[src/rtl/lvl_irq_pkg.sv]
package lvl_irq_pkg;
    localparam int N_SRC    = 4;
    localparam int DATA_W   = 8;
    localparam int ADDR_W   = 8;
    localparam int SYNC_STG = 2;

    localparam logic [ADDR_W-1:0] ADR_ENABLE = 8'h05;
    localparam logic [ADDR_W-1:0] ADR_STATUS = 8'h07;
    localparam logic [ADDR_W-1:0] ADR_INVERT = 8'h2A;

    typedef enum logic {
        REQ_IDLE   = 1'b0,
        REQ_RAISED = 1'b1
    } req_state_t;
endpackage

[src/rtl/lvl_irq_sync.sv]
module lvl_irq_sync #(
    parameter int W      = 4,
    parameter int STAGES = 2
) (
    input  logic         clk,
    input  logic         rst_n,
    input  logic [W-1:0] din,
    output logic [W-1:0] dout
);
    logic [W-1:0] stg [STAGES];

    always_ff @(posedge clk or negedge rst_n) begin
        if (!rst_n) stg[0] <= '0;
        else        stg[0] <= din;
    end

    generate
        for (genvar s = 1; s < STAGES; s++) begin : g_stage
            always_ff @(posedge clk or negedge rst_n) begin
                if (!rst_n) stg[s] <= '0;
                else        stg[s] <= stg[s-1];
            end
        end
    endgenerate

    assign dout = stg[STAGES-1];
endmodule

[src/rtl/lvl_irq_regs.sv]
module lvl_irq_regs
    import lvl_irq_pkg::*;
#(
    parameter int NS = N_SRC,
    parameter int DW = DATA_W,
    parameter int AW = ADDR_W
) (
    input  logic          clk,
    input  logic          rst_n,
    input  logic [AW-1:0] addr,
    input  logic          wr_stb,
    input  logic          rd_stb,
    input  logic [DW-1:0] wdata,
    input  logic [NS-1:0] lvl,
    output logic [DW-1:0] rdata,
    output logic [NS-1:0] en_q,
    output logic [NS-1:0] pol_q
);
    localparam int PAD = DW - NS;

    logic [DW-1:0] rd_mux;

    always_ff @(posedge clk or negedge rst_n) begin
        if (!rst_n) begin
            en_q  <= '0;
            pol_q <= '0;
        end else if (wr_stb) begin
            if (addr == ADR_ENABLE) en_q  <= wdata[NS-1:0];
            if (addr == ADR_INVERT) pol_q <= wdata[NS-1:0];
        end
    end

    always_comb begin
        unique case (addr)
            ADR_ENABLE: rd_mux = {{PAD{1'b0}}, en_q};
            ADR_INVERT: rd_mux = {{PAD{1'b0}}, pol_q};
            ADR_STATUS: rd_mux = {{PAD{1'b0}}, lvl};
            default:    rd_mux = '0;
        endcase
    end

    always_ff @(posedge clk or negedge rst_n) begin
        if (!rst_n)      rdata <= '0;
        else if (rd_stb) rdata <= rd_mux;
    end


    en_write_chk: assert property (@(posedge clk) disable iff (!rst_n)
        ($past(rst_n) && $past(wr_stb) && $past(addr) == ADR_ENABLE)
        |-> en_q == $past(wdata[NS-1:0]));


    pol_hold_chk: assert property (@(posedge clk) disable iff (!rst_n)
        ($past(rst_n) && !($past(wr_stb) && $past(addr) == ADR_INVERT))
        |-> $stable(pol_q));


    upper_zero_chk: assert property (@(posedge clk) disable iff (!rst_n)
        ($past(rst_n) && $past(rd_stb) &&
         ($past(addr) == ADR_ENABLE || $past(addr) == ADR_INVERT))
        |-> rdata[DW-1:NS] == '0);
endmodule

[src/rtl/lvl_irq_ctrl.sv]
module lvl_irq_ctrl
    import lvl_irq_pkg::*;
(
    input  logic        clk,
    input  logic        rst_n,
    input  logic [3:0]  src_line,
    input  logic [7:0]  bus_addr,
    input  logic        bus_wr,
    input  logic        bus_rd,
    input  logic [7:0]  bus_wdata,
    output logic [7:0]  bus_rdata,
    output logic        irq_req
);
    logic [N_SRC-1:0] lvl_s;
    logic [N_SRC-1:0] en_q;
    logic [N_SRC-1:0] pol_q;
    logic             pending;
    req_state_t       state_q, state_d;

    lvl_irq_sync #(.W(N_SRC), .STAGES(SYNC_STG)) u_sync (
        .clk  (clk),
        .rst_n(rst_n),
        .din  (src_line),
        .dout (lvl_s)
    );

    lvl_irq_regs #(.NS(N_SRC), .DW(DATA_W), .AW(ADDR_W)) u_regs (
        .clk   (clk),
        .rst_n (rst_n),
        .addr  (bus_addr),
        .wr_stb(bus_wr),
        .rd_stb(bus_rd),
        .wdata (bus_wdata),
        .lvl   (lvl_s),
        .rdata (bus_rdata),
        .en_q  (en_q),
        .pol_q (pol_q)
    );

    assign pending = |(en_q & (lvl_s ^ pol_q));

    always_comb begin
        unique case (state_q)
            REQ_IDLE:   state_d = pending ? REQ_RAISED : REQ_IDLE;
            REQ_RAISED: state_d = pending ? REQ_RAISED : REQ_IDLE;
            default:    state_d = REQ_IDLE;
        endcase
    end

    always_ff @(posedge clk or negedge rst_n) begin
        if (!rst_n) state_q <= REQ_IDLE;
        else        state_q <= state_d;
    end

    always_comb begin
        irq_req = (state_q == REQ_RAISED);
    end


    masked_quiet_chk: assert property (@(posedge clk) disable iff (!rst_n)
        (en_q == '0) |=> !irq_req);
endmodule

[config.mk]
export PLATFORM = sky130hd
export DESIGN_NAME = lvl_irq_ctrl
export DESIGN_NICKNAME = d
export VERILOG_FILES = /design/src/rtl/lvl_irq_pkg.sv /design/src/rtl/lvl_irq_sync.sv /design/src/rtl/lvl_irq_regs.sv /design/src/rtl/lvl_irq_ctrl.sv
export SDC_FILE = /design/constraint.sdc
export NUM_CORES = 1
export LEC_CHECK = 0
export ABC_AREA = 1
export BUFFER_PORTS_ARGS = -buffer_cell sky130_fd_sc_hd__buf_2
export CAP_MARGIN = 30
export CELL_PAD_IN_SITES_DETAIL_PLACEMENT = 2
export CELL_PAD_IN_SITES_GLOBAL_PLACEMENT = 2
export CORE_MARGIN = 10
export CORE_UTILIZATION = 30
export CTS_CLUSTER_DIAMETER = 50
export DETAILED_ROUTE_END_ITERATION = 8
export PLACE_DENSITY_LB_ADDON = 0.15
export SYNTH_ARGS = -nofsm -noshare
export SYNTH_HDL_FRONTEND = slang
export SYNTH_SLANG_ARGS = --single-unit
[constraint.sdc]
create_clock -name clk -period 3.4 [get_ports clk]
set_clock_uncertainty 0.15 [all_clocks]
set_input_delay 0.17 -clock clk [delete_from_list [all_inputs] [get_ports clk]]
set_output_delay 0.17 -clock clk [all_outputs]
set_load 0.02 [all_outputs]
# Word-level counts from Yosys, hierarchy flattened
# Index checks and enable logic that the tools add are counted.
[word_totals]
register_bits = 25
elab_cells = 16
[classes]
bitwise_logic = 2
muxes = 2
reduce_logical = 3
eq_ne = 3
[op_table]
columns = ["cell", "n"]
rows = [
  ["equality test 8 x 3 -> 1 bit, second input constant", 2],
  ["one-hot mux 4 bit (3 select lines)", 1],
  ["equality test 8 x 6 -> 1 bit, second input constant", 1],
  ["bitwise AND 4 bit", 1],
  ["AND reduction 2 bit", 2],
  ["OR reduction 4 bit", 1],
  ["bitwise XOR 4 bit", 1],
  ["two-way mux 1 bit", 1],
]

# Longest topological paths before layout
# Gate-level depths: netlist (run 1).
[logic_depth]
ltp_word = 4
depth_mapped = 7
depth_no_buf = 7

# Modules after synthesis
# A second synthesis (run 1) with hierarchy kept.
[unflattened]
hier_cells = 130
area_unflattened_um2 = 1058.5
[modules_own_cells]
columns = ["module", "n_inst", "seq_area_each_um2", "area_per_inst_um2", "cells_each"]
rows = [
  ["lvl_irq_regs", 1, 300.3, 718.2, 95],
  ["lvl_irq_sync", 1, 200.2, 230.2, 12],
  ["lvl_irq_ctrl", 1, 25.0, 110.1, 23],
]

# Least setup slack after synthesis (run 1)
# No wires, ideal clock.
[synth_timing]
kind = "reg-to-reg"
start = "register u_sync.stg (netlist bit u_sync.dout[0])"
end = "register state_q (netlist: irq_req)"
setup_slack_ns = 2.333
stages_incl_launch_ff = 4
setup_time_ns = 0.130
n_path_buf = 0
synth_period_minus_slack_ns = 1.067
required_ns = 3.120
arrival_time_ns = 0.787
cell_sequence = "dfrtp_1 or2_2 nand3_1 nand4_1"
[synth_between]
elab_chain_cells = 4
[synth_lines]
columns = ["element", "line", "text"]
rows = [
  ["start, declared", "lvl_irq_sync.sv:10", "logic [W-1:0] stg [STAGES];"],
  ["start signal, assigned by index", "lvl_irq_sync.sv:21", "else stg[s] <= stg[s-1];"],
  ["bitwise XOR 4 bit", "lvl_irq_ctrl.sv:40", "assign pending = |(en_q & (lvl_s ^ pol_q));"],
  ["bitwise AND 4 bit", "lvl_irq_ctrl.sv:40", ""],
  ["OR reduction 4 bit", "lvl_irq_ctrl.sv:40", ""],
  ["via pending", "lvl_irq_ctrl.sv:17", "logic pending;"],
  ["two-way mux 1 bit", "lvl_irq_ctrl.sv:44, lvl_irq_ctrl.sv:45", ""],
  ["end signal, assigned", "lvl_irq_ctrl.sv:52", "else state_q <= state_d;"],
  ["end, declared", "lvl_irq_ctrl.sv:18", "req_state_t state_q, state_d;"],
]
# The timed path passes the listed nets, and every way through them passes these cells.
# A chain may end at the register's enable or synchronous reset.

# Final worst setup path (run 1)
[layout_timing]
start = "register u_regs.rdata[1]"
end = "output port bus_rdata[1]"
[layout_lines]
columns = ["element", "line", "text"]
rows = [
  ["start, declared", "lvl_irq_regs.sv:15", "output logic [DW-1:0] rdata,"],
  ["start signal, assigned", "lvl_irq_regs.sv:44", "else if (rd_stb) rdata <= rd_mux;"],
  ["end, declared", "lvl_irq_ctrl.sv:11", "output logic [7:0] bus_rdata,"],
]
# No word-level cell between the ends.

==> impl_results.md, run 1 <==
- Largest net degree at the start of global routing: 22
- Worst path bufs/invs: 1
- Total gr overflow: 0
- Finished layout cell area: 1290 µm²
- IO Pins: 33
- Crit-path leading delay family: flip-flops
- # Max-Cap Violations: 0
- Vias in the first global route: 1026
- Total Wirelength: 2570 µm
- Commonest non-fill, non-tap cell in the layout: nand2_1
- DR WL/cell: 13.5 µm
- TritonCTS clock tree: yes
- RSZ-0062 raised after global routing: no
- Post-synth EDFFs: 0
- PortBufs: 24
- Die Area: 6060 µm²
- CP Depth: 1
- Critical path's largest stage delay: 0.39 ns
- Pwr dens: 347 nW/µm²
- First-pass GRT wire length: 4600 µm
- Vias/cell: 4.51
- Worst Path Max Fanout: 2
- Outcome: finished clean
- Max Slew Vio Count: 0
- Post-synthesis sequential area ratio: 0.523
- Die Y-Extent: between 70 and 80 µm
- Hold Path Stages: 3
- CTS Root Cell: clkbuf_4
- Synthesized area: 1000 µm²
- H-tree Lvls: 1
- Peak VDD IR: roughly 220 µV
- Placed Cells incl. Taps: 176
- Core Area: 3130 µm²
- Clk_lat worst skew: 0.30 ns
- Data arrival, critical path: 0.85 ns
- Crit Reg-Reg Endpoint: irq_req
- Setup Crit Path Kind: flop to output port
- Main flop type after synthesis: dfrtp_1
- Pleak: between 0.6 and 0.7 nW
- DRC viols: 0
- Seq cells post-synth: 21
- DR pass1 iterations: 2
- Site Rows: 20
- Worst Setup End Kind: output port
- Hold path startpoint: bus_wr
- Setup TNS: 0 ns
- Final non-filler cell total: 190
- Worst EP required: 3.08 ns
- FF-to-FF Start: u_regs.pol_q[2]
- Synthesized area per cell: 9.22 µm²
- Initial antenna violation count: 0
- Pre-CTS WS: between 2 and 2.5 ns
- Initial DRC count: 25
- Worst setup SP type: flop
- Area grow syn2layout: 28.3%
- Setup ws final: roughly 2.2 ns
- Most frequent cells in the layout: 28 x nand2_1, 24 x buf_2, 21 x dfrtp_1, 18 x nand3_1, 10 x dlygate4sd3_1
- Initial core utilization: 0.321
- Synth Instances: roughly 110
- Distinct cells, synth: 17
- Tcrit/Tclk final: 0.344
- Clk pin slew, worst setup/hold paths: 0.12 ns
- Layout cells sized above 1: 0.308
- Max Buffers Root-to-Sink: 2
- Ant diodes: 0
- Final hold violations: 0
- Cells along the critical path: buf_2
- Die width: ~80 µm
- Synth warnings: 0
- Hold crit path type: input port to flop
- Fmax: 856 MHz
- Placer Congestion: 0.788
- Crit-path slowest cell: dfrtp_1
- # setup viols final: 0
- CTS sink count: 21
- Worst hold path endpoint: u_regs.pol_q[1]
- Cell depth of the worst flop-to-flop path: 3
- Post-detail-place hpwl: 2080 µm
- Via count: 857
- Min Tclk post-route: approximately 1.2 ns
- Placed Area: 1160 µm²
- Reg2reg setup slack: ~2.2 ns
- GRT Overall Usage: 0.0912
- Num CTS Buffers: 3
- Antenna-violating nets left: 0
- Nets: 171
- Fraction of registers with async set/reset: 1.00
worst max-delay path by stage:
stage	start	endpoint	slack, ns
floorplan	u_sync.dout[0]	irq_req	2.33
global placement	bus_addr[4]	u_regs.pol_q[3]	2.24
detailed placement	bus_addr[6]	u_regs.en_q[3]	2.21
CTS	u_regs.rdata[1]	bus_rdata[1]	2.20
global route	u_regs.rdata[2]	bus_rdata[2]	2.16
finish	u_regs.rdata[1]	bus_rdata[1]	2.23
cell usage after synthesis, types with 2 or more instances:
master   instances  area [µm²]
dfrtp_1         21         526
nand2_2          3        18.8
xor2_1           2        17.5
inv_2            4        15.0
o21ai_1          8        40.0
nand3_1         18        90.1
nand3_4          2        35.0
or2_2            2        12.5
inv_1            9        33.8
nor2_4           3        33.8
buf_4            4        30.0
nand2_1         28         105
area by class of cell:
type	instances	area [µm²]
tap	44	55.1
inverter	13	48.8
sequential	21	526
fill	365	1840
clock buffer	3	22.5
timing repair buffer	34	220
clock inverter	1	5.00
multi-input combinational	74	412
cell families after synthesis:
family          Yosys count  share of synthesized area
simple gates             60                      0.337
flops                    21                      0.523
compound gates            8                     0.0399
other cells               1                    0.00373
buf+inv                  17                     0.0785
xor+xnor                  2                     0.0174
metal layers:
layer	wire length, µm	GRT usage
met4	17	0.0383
met5	0	0
met3	115	0.0253
met1	1120	0.106
met2	1320	0.153
metrics by stage:
step / power [mW] / util / hold slack (ns)
2_1_floorplan: 0.303 / - / -0.276
3_3_place_gp: 0.323 / 0.371 / -0.00753
3_5_place_dp: 0.327 / 0.371 / 0.00192
4_1_cts: 0.456 / 0.412 / 0.0759
5_1_grt: 0.480 / 0.412 / 0.0693
6_report: 0.447 / 0.412 / 0.0838
flip-flops by register name, indices dropped and copies added (netlist names):
name and count:
irq_req 1, u_regs.rdata 4, u_sync.stg 4, u_regs.pol_q 4, u_regs.en_q 4, u_sync.dout 4
what timing repair did:
item,4_1_cts,5_1_grt
endpoints found under the hold margin,36,0
hold buffers,10,0
buffers inserted,0,0
resized for setup,0,0
report_power, final:
part | switching, mW | internal (mW) | total [mW]
Sequential | 0.00749 | 0.260 | 0.268
Clock | 0.0739 | 0.0438 | 0.118
Combinational | 0.0359 | 0.0260 | 0.0619
No activity file was read; power rests on OpenSTA's default activity.
==> run 2, diff against run 1 <==
CORE_UTILIZATION = 28   (was 30)
clock period = 1.15 ns   (was 3.4 ns; I/O delays follow)
==> impl_results.md, run 2 (synthesis results as in run 1) <==
- Placer Congestion: 0.760
- Finished layout cell area: 1360 µm²
- Met3 Use GR: 0.0338
- Post-detail-place hpwl: 2220 µm
- Outcome: finished clean
- Nets: 176
- First-pass GRT wire length: 4930 µm
- Clk pin slew, worst setup/hold paths: 0.12 ns
- Peak VDD IR: 709 µV
- Grt met1 use: 0.103
- Final hold violations: 0
- Max Slew Vio Count: 0
- Setup TNS: 0 ns
- Num CTS Buffers: 3
- Hold crit path type: input port to flop
- GRT Overall Usage: 0.0966
- Min Tclk post-route: about 1.1 ns
- Vias/cell: 4.44
- Antenna-violating nets left: 0
- Die width: 79.9 µm
- Seq. cell area: 526 µm²
- Initial DRC count: 28
- CTS sink count: 21
- Clk_lat worst skew: ~0.31 ns
- Layout cells sized above 1: 0.351
- FF-to-FF Start: u_sync.dout[0]
- Total gr overflow: 0
- Ant diodes: 0
- Area grow syn2layout: 35.0%
- PortBufs: 24
- Busiest grt layer: met2
- CTS Root Cell: clkbuf_4
- Placed Area: 1180 µm²
- # setup viols final: 0
- Reg2reg setup slack: 0.04 ns
- Initial antenna violation count: 0
- Pleak: 0.703 nW
- Worst Path Max Fanout: 2
- Worst EP required: 1.18 ns
- Worst Setup End Kind: flop
- IO Pins: 33
- Largest net degree at the start of global routing: 22
- Total Wirelength: 2830 µm
- Cell depth of the worst flop-to-flop path: 3
- RSZ-0062 raised after global routing: yes
- Die Area: ~6400 µm²
- Fillers: 372
- Initial core utilization: 0.296
- Critical Path Sink: irq_req
- DRC viols: 0
- H-tree Lvls: 1
- # Max-Cap Violations: 0
- Crit Reg-Reg Endpoint: irq_req
- Commonest non-fill, non-tap cell in the layout: nand2_1
- Fmax: 900 MHz
- Via count: 875
- Worst setup SP type: flop
- Core Area: 3390 µm²
- DR WL/cell: about 14 µm
- Tcrit/Tclk final: 0.967
- Setup Crit Path Kind: flop to flop
- Site Rows: 21
- Area occupied by multi-input gates: 437 µm²
- Data arrival, critical path: 1.14 ns
- Pwr dens: between 900 and 1000 nW/µm²
- Worst setup path start: u_sync.dout[0]
- Met2 Resource Use GR: 0.173
- DR pass1 iterations: 4
- Max Buffers Root-to-Sink: 2
- Die Y-Extent: roughly 80 µm
- Vias in the first global route: between 1000 and 1500
- TritonCTS clock tree: yes
- Most frequent cells in the layout: 28 x nand2_1, 24 x buf_2, 21 x dfrtp_1, 14 x nand3_1, 11 x dlygate4sd3_1
## run 2: changes by cell type in the layout (fill, tap and decap cells not counted)
| cell | before | now |
|---|---|---|
| buf_4 | 0 | 4 |
| dlygate4sd3_1 | 10 | 11 |
| or2_4 | 0 | 2 |
| nand3_2 | 0 | 4 |
| or2_2 | 2 | 0 |
| nand3_1 | 18 | 14 |
## run 2: worst max-delay path, cell delays in order, from the launching register on
cell and delay [ns]:
dfrtp_1 0.40, or2_4 0.25, nand3_2 0.07, nand4_1 0.12
## run 2: worst min path at each step
stage / end / from / cells past startpoint
global route: u_regs.pol_q[1] / bus_addr[1] / 5
finish: u_regs.pol_q[1] / bus_addr[1] / 5
global placement: u_regs.pol_q[1] / rst_n / 1
CTS: u_regs.pol_q[1] / bus_addr[1] / 5
floorplan: irq_req / rst_n / 0
detailed placement: u_regs.pol_q[0] / rst_n / 1
## run 2: layout make-up
type                    instances  area share
inverters                      13      0.0360
clock buffers                   3      0.0166
clock inverters                 1     0.00369
repair buffers                 39       0.192
multi-input cells              74       0.322
flip-flops and latches         21       0.387
well taps                      46      0.0424
## run 2: report_power, final
group | internal, mW | total (mW) | leakage, nW | switching [mW]
clock network | 0.130 | 0.359 | 0.0177 | 0.229
logic | 0.0910 | 0.205 | 0.412 | 0.114
registers | 0.769 | 0.789 | 0.273 | 0.0198
total | 0.990 | 1.35 | 0.703 | 0.363
## run 2: repair_timing
action | 4_1_cts | 5_1_grt
hold endpoints to repair | 37 | 0
setup buffers | 2 | 0
hold buffers | 11 | 0
gates resized for setup | 2 | 4
setup endpoints to repair | 1 | 2
## run 2: routing by layer
layer	share of wire	wire length [µm]	vias to the layer above
li1	-	-	421
met1	0.41	1150	425
met2	0.52	1460	23
met3	0.058	164	6
met4	0.021	60	0
met5	0	0	-
## run 2: per-stage QoR
stage	total power [mW]	cells	setup WS, ns	hold WS (ns)	utilization
after floorplan	0.895	112	0.0829	-0.388	-
after global placement	0.961	180	0.0529	-0.112	0.348
after detailed placement	0.972	180	-0.0232	-0.102	0.348
after CTS	1.36	197	0.00902	0.0662	0.396
after global routing	1.43	197	-0.0105	0.0916	0.400
final	1.35	197	0.0383	0.0606	0.400
